**src/rtl/rowctl_pkg.sv**
```systemverilog
package rowctl_pkg;

  typedef enum logic [2:0] {
    OP_NONE = 3'd0,
    OP_ACT  = 3'd1,
    OP_PRE  = 3'd2,
    OP_RD   = 3'd3,
    OP_WR   = 3'd4
  } op_e;

  typedef struct packed {
    logic cs_n;
    logic ras_n;
    logic cas_n;
    logic we_n;
  } pins_t;

  function automatic pins_t op_pins(input op_e op);
    pins_t p;
    case (op)
      OP_ACT:  p = '{cs_n: 1'b0, ras_n: 1'b0, cas_n: 1'b1, we_n: 1'b1};
      OP_PRE:  p = '{cs_n: 1'b0, ras_n: 1'b0, cas_n: 1'b1, we_n: 1'b0};
      OP_RD:   p = '{cs_n: 1'b0, ras_n: 1'b1, cas_n: 1'b0, we_n: 1'b1};
      OP_WR:   p = '{cs_n: 1'b0, ras_n: 1'b1, cas_n: 1'b0, we_n: 1'b0};
      default: p = '{cs_n: 1'b1, ras_n: 1'b1, cas_n: 1'b1, we_n: 1'b1};
    endcase
    return p;
  endfunction

endpackage

```
**src/rtl/rowctl_range_dec.sv**
```systemverilog
module rowctl_range_dec #(
  parameter int PADDR_W = 10,
  parameter int SIZE_W  = 4
) (
  input  logic               en,
  input  logic [PADDR_W-1:0] base,
  input  logic [SIZE_W-1:0]  size,
  input  logic [PADDR_W-1:0] addr,
  output logic               hit
);
  localparam int SUM_W = PADDR_W + (1 << SIZE_W) + 1;

  logic [SUM_W-1:0] lo_w, lim_w, addr_w;

  always_comb begin
    lo_w   = SUM_W'(base);
    addr_w = SUM_W'(addr);
    lim_w  = lo_w + (SUM_W'(1) << size);
    hit    = en && (addr_w >= lo_w) && (addr_w < lim_w);
  end
endmodule

```
**src/rtl/rowctl_bank.sv**
```systemverilog
module rowctl_bank #(
  parameter int ROW_W   = 14,
  parameter int TMR_W   = 4,
  parameter int T_RCD   = 2,
  parameter int T_RP    = 2,
  parameter int T_BURST = 4
) (
  input  logic             clk,
  input  logic             rst_n,
  input  logic             do_act,
  input  logic             do_pre,
  input  logic             do_cas,
  input  logic             close_after,
  input  logic [ROW_W-1:0] row_in,
  output logic             is_open,
  output logic [ROW_W-1:0] open_row,
  output logic             idle,
  output logic             close_pend
);
  logic             open_q, open_d;
  logic [ROW_W-1:0] row_q, row_d;
  logic             pend_q, pend_d;
  logic [TMR_W-1:0] tmr_q, tmr_d;
  logic             upd_en;

  always_comb begin
    open_d = open_q;
    row_d  = row_q;
    pend_d = pend_q;
    tmr_d  = (tmr_q != '0) ? tmr_q - TMR_W'(1) : tmr_q;
    if (do_act) begin
      open_d = 1'b1;
      row_d  = row_in;
      tmr_d  = TMR_W'(T_RCD - 1);
    end
    if (do_pre) begin
      open_d = 1'b0;
      pend_d = 1'b0;
      tmr_d  = TMR_W'(T_RP - 1);
    end
    if (do_cas) begin
      pend_d = close_after;
      tmr_d  = TMR_W'(T_BURST - 1);
    end
    upd_en = do_act || do_pre || do_cas || (tmr_q != '0);
  end

  always_ff @(posedge clk or negedge rst_n) begin
    if (!rst_n) begin
      open_q <= 1'b0;
      row_q  <= '0;
      pend_q <= 1'b0;
      tmr_q  <= '0;
    end else if (upd_en) begin
      open_q <= open_d;
      row_q  <= row_d;
      pend_q <= pend_d;
      tmr_q  <= tmr_d;
    end
  end

  assign is_open    = open_q;
  assign open_row   = row_q;
  assign idle       = (tmr_q == '0);
  assign close_pend = pend_q;
endmodule

```
**src/rtl/rowctl_sched.sv**
```systemverilog
module rowctl_sched
  import rowctl_pkg::*;
#(
  parameter int NBANK  = 4,
  parameter int BANK_W = 2,
  parameter int ROW_W  = 14
) (
  input  logic                        req,
  input  logic                        pair_hit,
  input  logic                        x_rd,
  input  logic                        x_wr,
  input  logic                        x_rmw,
  input  logic                        keep_open,
  input  logic [BANK_W-1:0]           bank_idx,
  input  logic [ROW_W-1:0]            row_in,
  input  logic [NBANK-1:0]            bank_open,
  input  logic [NBANK-1:0][ROW_W-1:0] bank_row,
  input  logic [NBANK-1:0]            bank_idle,
  input  logic [NBANK-1:0]            bank_pend,
  output op_e                         op,
  output logic [BANK_W-1:0]           op_bank,
  output logic                        close_after
);
  logic              cl_found;
  logic [BANK_W-1:0] cl_bank;
  logic              x_any;

  always_comb begin
    cl_found = 1'b0;
    cl_bank  = '0;
    for (int i = NBANK - 1; i >= 0; i--) begin
      if (bank_pend[i] && bank_idle[i]) begin
        cl_found = 1'b1;
        cl_bank  = BANK_W'(i);
      end
    end
  end

  always_comb begin
    x_any       = x_rd || x_wr || x_rmw;
    op          = OP_NONE;
    op_bank     = bank_idx;
    close_after = 1'b0;
    if (cl_found) begin
      op      = OP_PRE;
      op_bank = cl_bank;
    end else if (req && pair_hit && bank_idle[bank_idx]) begin
      if (!bank_open[bank_idx]) begin
        op = OP_ACT;
      end else if (bank_row[bank_idx] != row_in) begin
        op = OP_PRE;
      end else if (x_any) begin
        op          = (x_rd || x_rmw) ? OP_RD : OP_WR;
        close_after = !x_rmw && !keep_open;
      end
    end
  end
endmodule

```
**src/rtl/sdram_row_launch.sv**
```systemverilog
module sdram_row_launch
  import rowctl_pkg::*;
#(
  parameter  int NBANK   = 4,
  parameter  int ROW_W   = 14,
  parameter  int COL_W   = 10,
  parameter  int PADDR_W = 10,
  parameter  int SIZE_W  = 4,
  parameter  int TMR_W   = 4,
  parameter  int T_RCD   = 2,
  parameter  int T_RP    = 2,
  parameter  int T_BURST = 4,
  localparam int BANK_W  = (NBANK > 1) ? $clog2(NBANK) : 1,
  localparam int ADDR_W  = (ROW_W > COL_W) ? ROW_W : COL_W
) (
  input  logic               clk,
  input  logic               rst_n,
  input  logic               cfg_en,
  input  logic [PADDR_W-1:0] cfg_base,
  input  logic [SIZE_W-1:0]  cfg_size,
  input  logic               sel,
  input  logic               sel_rd,
  input  logic               sel_wr,
  input  logic               sel_rmw,
  input  logic               keep_open,
  input  logic [BANK_W-1:0]  bank_idx,
  input  logic [ROW_W-1:0]   row_addr,
  input  logic [COL_W-1:0]   col_addr,
  input  logic [PADDR_W-1:0] hi_addr,
  output logic               cs_n,
  output logic               ras_n,
  output logic               cas_n,
  output logic               we_n,
  output logic [BANK_W-1:0]  cmd_bank,
  output logic [ADDR_W-1:0]  cmd_addr,
  output logic               cas_asserted,
  output logic               nxm
);
  // reset: asserted asynchronously, released on a clock edge
  logic rst_meta_q, rst_n_sync;
  always_ff @(posedge clk or negedge rst_n) begin
    if (!rst_n) begin
      rst_meta_q <= 1'b0;
      rst_n_sync <= 1'b0;
    end else begin
      rst_meta_q <= 1'b1;
      rst_n_sync <= rst_meta_q;
    end
  end

  logic                        pair_hit, req;
  logic [NBANK-1:0]            b_open, b_idle, b_pend;
  logic [NBANK-1:0][ROW_W-1:0] b_row;
  op_e                         op;
  logic [BANK_W-1:0]           op_bank;
  logic                        close_after;

  assign req = sel || sel_rd || sel_wr || sel_rmw;

  rowctl_range_dec #(.PADDR_W(PADDR_W), .SIZE_W(SIZE_W)) u_dec (
    .en(cfg_en), .base(cfg_base), .size(cfg_size), .addr(hi_addr), .hit(pair_hit)
  );

  rowctl_sched #(.NBANK(NBANK), .BANK_W(BANK_W), .ROW_W(ROW_W)) u_sched (
    .req(req), .pair_hit(pair_hit), .x_rd(sel_rd), .x_wr(sel_wr), .x_rmw(sel_rmw),
    .keep_open(keep_open), .bank_idx(bank_idx), .row_in(row_addr),
    .bank_open(b_open), .bank_row(b_row), .bank_idle(b_idle), .bank_pend(b_pend),
    .op(op), .op_bank(op_bank), .close_after(close_after)
  );

  for (genvar g = 0; g < NBANK; g++) begin : g_bank
    logic mine;
    assign mine = (op_bank == BANK_W'(g));
    rowctl_bank #(
      .ROW_W(ROW_W), .TMR_W(TMR_W), .T_RCD(T_RCD), .T_RP(T_RP), .T_BURST(T_BURST)
    ) u_bank (
      .clk(clk), .rst_n(rst_n_sync),
      .do_act(mine && op == OP_ACT),
      .do_pre(mine && op == OP_PRE),
      .do_cas(mine && (op == OP_RD || op == OP_WR)),
      .close_after(close_after), .row_in(row_addr),
      .is_open(b_open[g]), .open_row(b_row[g]), .idle(b_idle[g]), .close_pend(b_pend[g])
    );
  end

  // output stage
  pins_t             pins_d, pins_q;
  logic [ADDR_W-1:0] addr_d, addr_q;
  logic [BANK_W-1:0] bank_q;
  logic              cas_d, cas_q, nxm_d, nxm_q;

  always_comb begin
    pins_d = op_pins(op);
    cas_d  = (op == OP_RD) || (op == OP_WR);
    nxm_d  = req && !pair_hit;
    if (op == OP_ACT)  addr_d = ADDR_W'(row_addr);
    else if (cas_d)    addr_d = ADDR_W'(col_addr);
    else               addr_d = '0;
  end

  always_ff @(posedge clk or negedge rst_n_sync) begin
    if (!rst_n_sync) begin
      pins_q <= '{cs_n: 1'b1, ras_n: 1'b1, cas_n: 1'b1, we_n: 1'b1};
      addr_q <= '0;
      bank_q <= '0;
      cas_q  <= 1'b0;
      nxm_q  <= 1'b0;
    end else begin
      pins_q <= pins_d;
      addr_q <= addr_d;
      bank_q <= op_bank;
      cas_q  <= cas_d;
      nxm_q  <= nxm_d;
    end
  end

  assign cs_n         = pins_q.cs_n;
  assign ras_n        = pins_q.ras_n;
  assign cas_n        = pins_q.cas_n;
  assign we_n         = pins_q.we_n;
  assign cmd_addr     = addr_q;
  assign cmd_bank     = bank_q;
  assign cas_asserted = cas_q;
  assign nxm          = nxm_q;
endmodule

```
**config.mk**
```make
export PLATFORM = sky130hd
export DESIGN_NAME = sdram_row_launch
export DESIGN_NICKNAME = d
export VERILOG_FILES = /design/src/rtl/rowctl_pkg.sv /design/src/rtl/rowctl_range_dec.sv /design/src/rtl/rowctl_bank.sv /design/src/rtl/rowctl_sched.sv /design/src/rtl/sdram_row_launch.sv
export SDC_FILE = /design/constraint.sdc
export NUM_CORES = 1
export LEC_CHECK = 0
export BUFFER_PORTS_ARGS = -buffer_cell sky130_fd_sc_hd__buf_2
export CAP_MARGIN = 20
export CORE_MARGIN = 2
export CORE_UTILIZATION = 59
export DETAILED_ROUTE_END_ITERATION = 10
export PLACE_DENSITY = 0.81
export SLEW_MARGIN = 0
export SYNTH_ARGS = -nofsm -noshare
export SYNTH_HDL_FRONTEND = slang
export SYNTH_SLANG_ARGS = --single-unit
```
**constraint.sdc**
```tcl
create_clock -name clk -period 8.8 [get_ports clk]
set_input_delay 1.32 -clock clk [delete_from_list [all_inputs] [get_ports clk]]
set_output_delay 1.32 -clock clk [all_outputs]
set_load 0.005 [all_outputs]
```
==> flow_results.org <==
** Floorplan
- I/O pin count :: 80
- Die boundary width :: 104 um
- Starting density of the core :: 60.5%
- In this run the vertical extent of the chip is 104 um.
- Count of standard-cell rows :: 36
- Die area :: 10800 sq um
- After floorplanning, the core was sized to cover 9730 sq um.

** GRT
- Maximum number of pins on one net before global-route repair :: 78
- Total overflow reported by the global router :: 0
- The via count of the first global-routing pass came to 4302.
- The first global-routing pass estimated 20600 um of wire.
- In the global route stage, overall resource usage came out at 23.8%.
- The initial antenna violation count was 0.

** Timing
- Final-layout setup total negative slack :: 0 ns
- Headroom to the max-slew limit came out at 30.1%.
- Dividing the final minimum period by the clock period gives 63.7%.
- In the post-route analysis, the smallest setup slack over all paths is 3.19 ns.
- Setup repair after global routing left no endpoint under its margin.
- Post-layout min period :: 5.61 ns
- At the pin with the least slew margin, the transition time is 1.04 ns.
- Final Slew Violations :: 0
- Setup violations remaining at the end of the flow were counted as 0.
- Skew final :: 0.0123 ns
- The final count of hold timing violations is 0.
- For this run, the top clock speed supported by timing is 178 MHz.

** Setup path
- Worst path required time :: 9.07 ns
- Longest individual stage delay on the worst path :: 0.87 ns
- Counting cells, the worst reg-to-reg path comes to 10.
- STA classifies the critical path startpoint as an input port.
- Walking the worst path, the cells encountered are buf_2 -> inv_1 -> nand2_1 -> or3_1 -> inv_1 -> ha_1 -> a211oi_1 -> o21ai_0 -> a31oi_1 -> o21bai_1 -> a21oi_1 -> xor2_1 -> ha_1 -> and3_1 -> a221oi_1 -> a211o_2 -> nor4b_4 -> inv_2 -> a31o_1.
- The worst setup path is captured at a flip-flop.
- The critical path is of the in -> reg type.
- Maximum fanout encountered on the critical timing path :: 16
- Counting buffers and inverters, the worst setup path is 19 cells deep.
- The slowest stage of the critical path belongs to the cell sky130_fd_sc_hd__nor4b_4.
- Together, buffers and inverters on the worst path number 4.
- Arrival time of the worst setup path :: 5.88 ns
- Critical path's top delay family :: compound AO/OA/AOI/OAI gates

** Routing
- DRC viols :: 0
- First DRT Iteration DRCs :: 173
- Routed WL per cell :: 17.4 um
- Vias per cell :: 5.94
- Summed over all layers, the routed wires come to 12400 um.
- For this block, the via count after detailed routing is 4262.
- Detailed-router iteration count before antenna repair :: 4
- The count of nets left with antenna violations once routing finished came out at 0.

** CTS
- Number of buffers inserted for hold repair after clock tree synthesis :: 0
- Clock transition at the registers of the reported paths :: 0.10 ns
- Post-CTS setup buffer count :: 0
- CTS tree :: done
- CTS built an H-tree with a depth of 3.
- Gates resized during post-CTS repair numbered 0.
- Buffer depth of the longest clock path :: 2
- Clock tree synthesis found a total of 104 sinks.
- Root buffer selected by CTS :: sky130_fd_sc_hd__clkbuf_8
- Num CTS Buffers :: 9
- Clock network latency to the later pin of the worst-skew pair :: 0.38 ns

** Synthesis
- In this run the biggest area consumer among cell types represents 42.5% of the synthesized area.
- Ranked by total cell area, the synthesized netlist is headed by sky130_fd_sc_hd__dfrtp_1 (42%), sky130_fd_sc_hd__mux2_2 (11%), sky130_fd_sc_hd__ha_1 (7.9%), sky130_fd_sc_hd__mux4_1 (5.8%), sky130_fd_sc_hd__xnor2_1 (3.6%).
- In this run, synthesis inferred 0 flip-flops with an integrated enable.
- Synthesis instantiated 62 different standard cells from the library.
- Summing the sequential cell areas from Yosys gives 44.3% of the chip area.
- During synthesis, Yosys emitted a total of 0 warnings.
- For this run, asynchronously set or reset flops after synthesis account for 100%.
- Netlist area before placement :: 5890 sq um
- Synthesis produced a netlist with a net count of 596.
- Biggest area consumer among synthesized cells :: sky130_fd_sc_hd__dfrtp_1
- A synthesized cell averages 11.8 sq um.
- Primary FF master, synth :: sky130_fd_sc_hd__dfrtp_1
- Flip-flop and latch count after synthesis :: 104
- The cell count after synthesis came out at 500.
- Synth top cells by count :: sky130_fd_sc_hd__dfrtp_1 (100), sky130_fd_sc_hd__mux2_2 (56), sky130_fd_sc_hd__ha_1 (37)
- Most used standard cell by instance count after synthesis :: sky130_fd_sc_hd__dfrtp_1

** Hold path
- The min-delay analysis places its worst path in the category reg -> async.

** Cells and area
- From synthesis to final layout, the design area changed by 11.8%.
- In the final layout, the share of cells above drive strength 1 is 29.1%.
- The number of antenna diodes in the final layout is 0.
- The net count of the finished layout is 676.
- For this run, the number of standard cells in the final layout without fillers is 717.

** Power and ir drop
- Leakage power summed over all cells :: 3.23 nW
- IR analysis of the VDD net gives a maximum drop of 0.118 mV.
- Power spread over the standard cell area amounts to 241 nW/um^2.

** Placement
- Quantity of I/O buffers inserted on ports :: 79
- Prior to clock tree synthesis, the placed netlist has a worst setup slack of 2.88 ns.
- Final weighted congestion in routability-driven placement :: 0.877
- Post-placement cell count :: 702
- Detailed Place HPWL :: 9230 um

** Status
- Outcome :: finished, final reports clean

** Job
- The tool flagged a number of max-cap violations equal to 0.
==> path summary, 6_finish.rpt <==
| check | from | to | slack, ns |
|---|---|---|---|
| setup / recovery | cfg_size[1] | g_bank[2].u_bank.close_pend | 3.19 |
| hold reg to reg | rst_n_sync | g_bank[0].u_bank.close_pend | 0.23 |
| min in group clk | rst_meta_q | rst_n_sync | 0.36 |
| setup reg to reg | g_bank[1].u_bank.tmr_q[0] | g_bank[2].u_bank.close_pend | 4.92 |
| hold / removal | rst_n_sync | g_bank[0].u_bank.close_pend | 0.23 |
| max in group asynchronous | rst_n_sync | g_bank[2].u_bank.open_row[1] | 7.33 |
==> flip-flops by register name, summed over array words and instances (netlist names) <==
| signal | count |
|---|---|
| g_bank.u_bank.open_row | 56 |
| g_bank.u_bank.tmr_q | 16 |
| cmd_addr | 14 |
| g_bank.u_bank.close_pend | 4 |
| g_bank.u_bank.is_open | 4 |
| cmd_bank | 2 |
| cas_asserted | 1 |
| cas_n | 1 |
| cs_n | 1 |
| nxm | 1 |
| ras_n | 1 |
| rst_meta_q | 1 |
| rst_n_sync | 1 |
| we_n | 1 |
==> logic make-up (layout without fill, tap and decap cells) <==
| family | after synthesis | count (layout) | synth area share (%) |
|---|---|---|---|
| other cells | 1 | 1 | 0.0637 |
| simple gates | 114 | 114 | 10.7 |
| compound gates | 99 | 99 | 11.6 |
| xor+xnor | 28 | 28 | 4.16 |
| buf+inv | 44 | 128 | 3.48 |
| mux | 72 | 72 | 17.4 |
| fa+ha+maj | 38 | 38 | 8.20 |
| flops | 104 | 104 | 44.3 |
==> stage by stage <==
step                util (%)  hold WS [ns]  total power, mW  instance area, sq um
detailed placement      65.7         0.242             1.30                  6390
global placement        65.7         0.237             1.25                  6390
global route            67.7         0.269             1.70                  6590
CTS                     67.7         0.247             1.60                  6590
finish                  67.7         0.232             1.59                  6590
floorplan                  -         0.331             1.14                  5890
==> layout make-up <==
| type | instances | area [sq um] |
|---|---|---|
| Sequential cell | 104 | 2610 |
| Tap cell | 133 | 166 |
| Timing Repair Buffer | 83 | 425 |
| Clock buffer | 10 | 128 |
| Clock inverter | 5 | 66.3 |
| Multi-Input combinational cell | 352 | 3080 |
| Inverter | 30 | 113 |
| Fill cell | 726 | 3140 |
==> metal layers <==
metal / GRT usage (%) / part of all wire [%] / vias up
li1: - / - / 2005
met1: 32.6 / 45 / 2121
met2: 38.6 / 49 / 117
met3: 4.32 / 4.9 / 19
met4: 8.01 / 1.5 / 0
met5: 0 / 0 / -
==> layout by cell type (no fill, tap or decap), drive strengths merged, types with 13 or more instances in the layout <==
master / n
a22o: 15
buf: 83
dfrtp: 100
ha: 37
inv: 32
mux2: 56
mux4: 15
nand2: 22
nand2b: 13
nor2: 23
nor3: 13
o21ai: 26
xnor2: 24
==> report_power, final <==
| group | internal (mW) | switching (mW) | leakage (nW) | total [mW] |
|---|---|---|---|---|
| sequential | 0.633 | 0.0831 | 1.33 | 0.716 |
| combinational | 0.284 | 0.290 | 1.80 | 0.574 |
| clock | 0.134 | 0.167 | 0.0949 | 0.300 |
(Power assumes the default switching activity.)
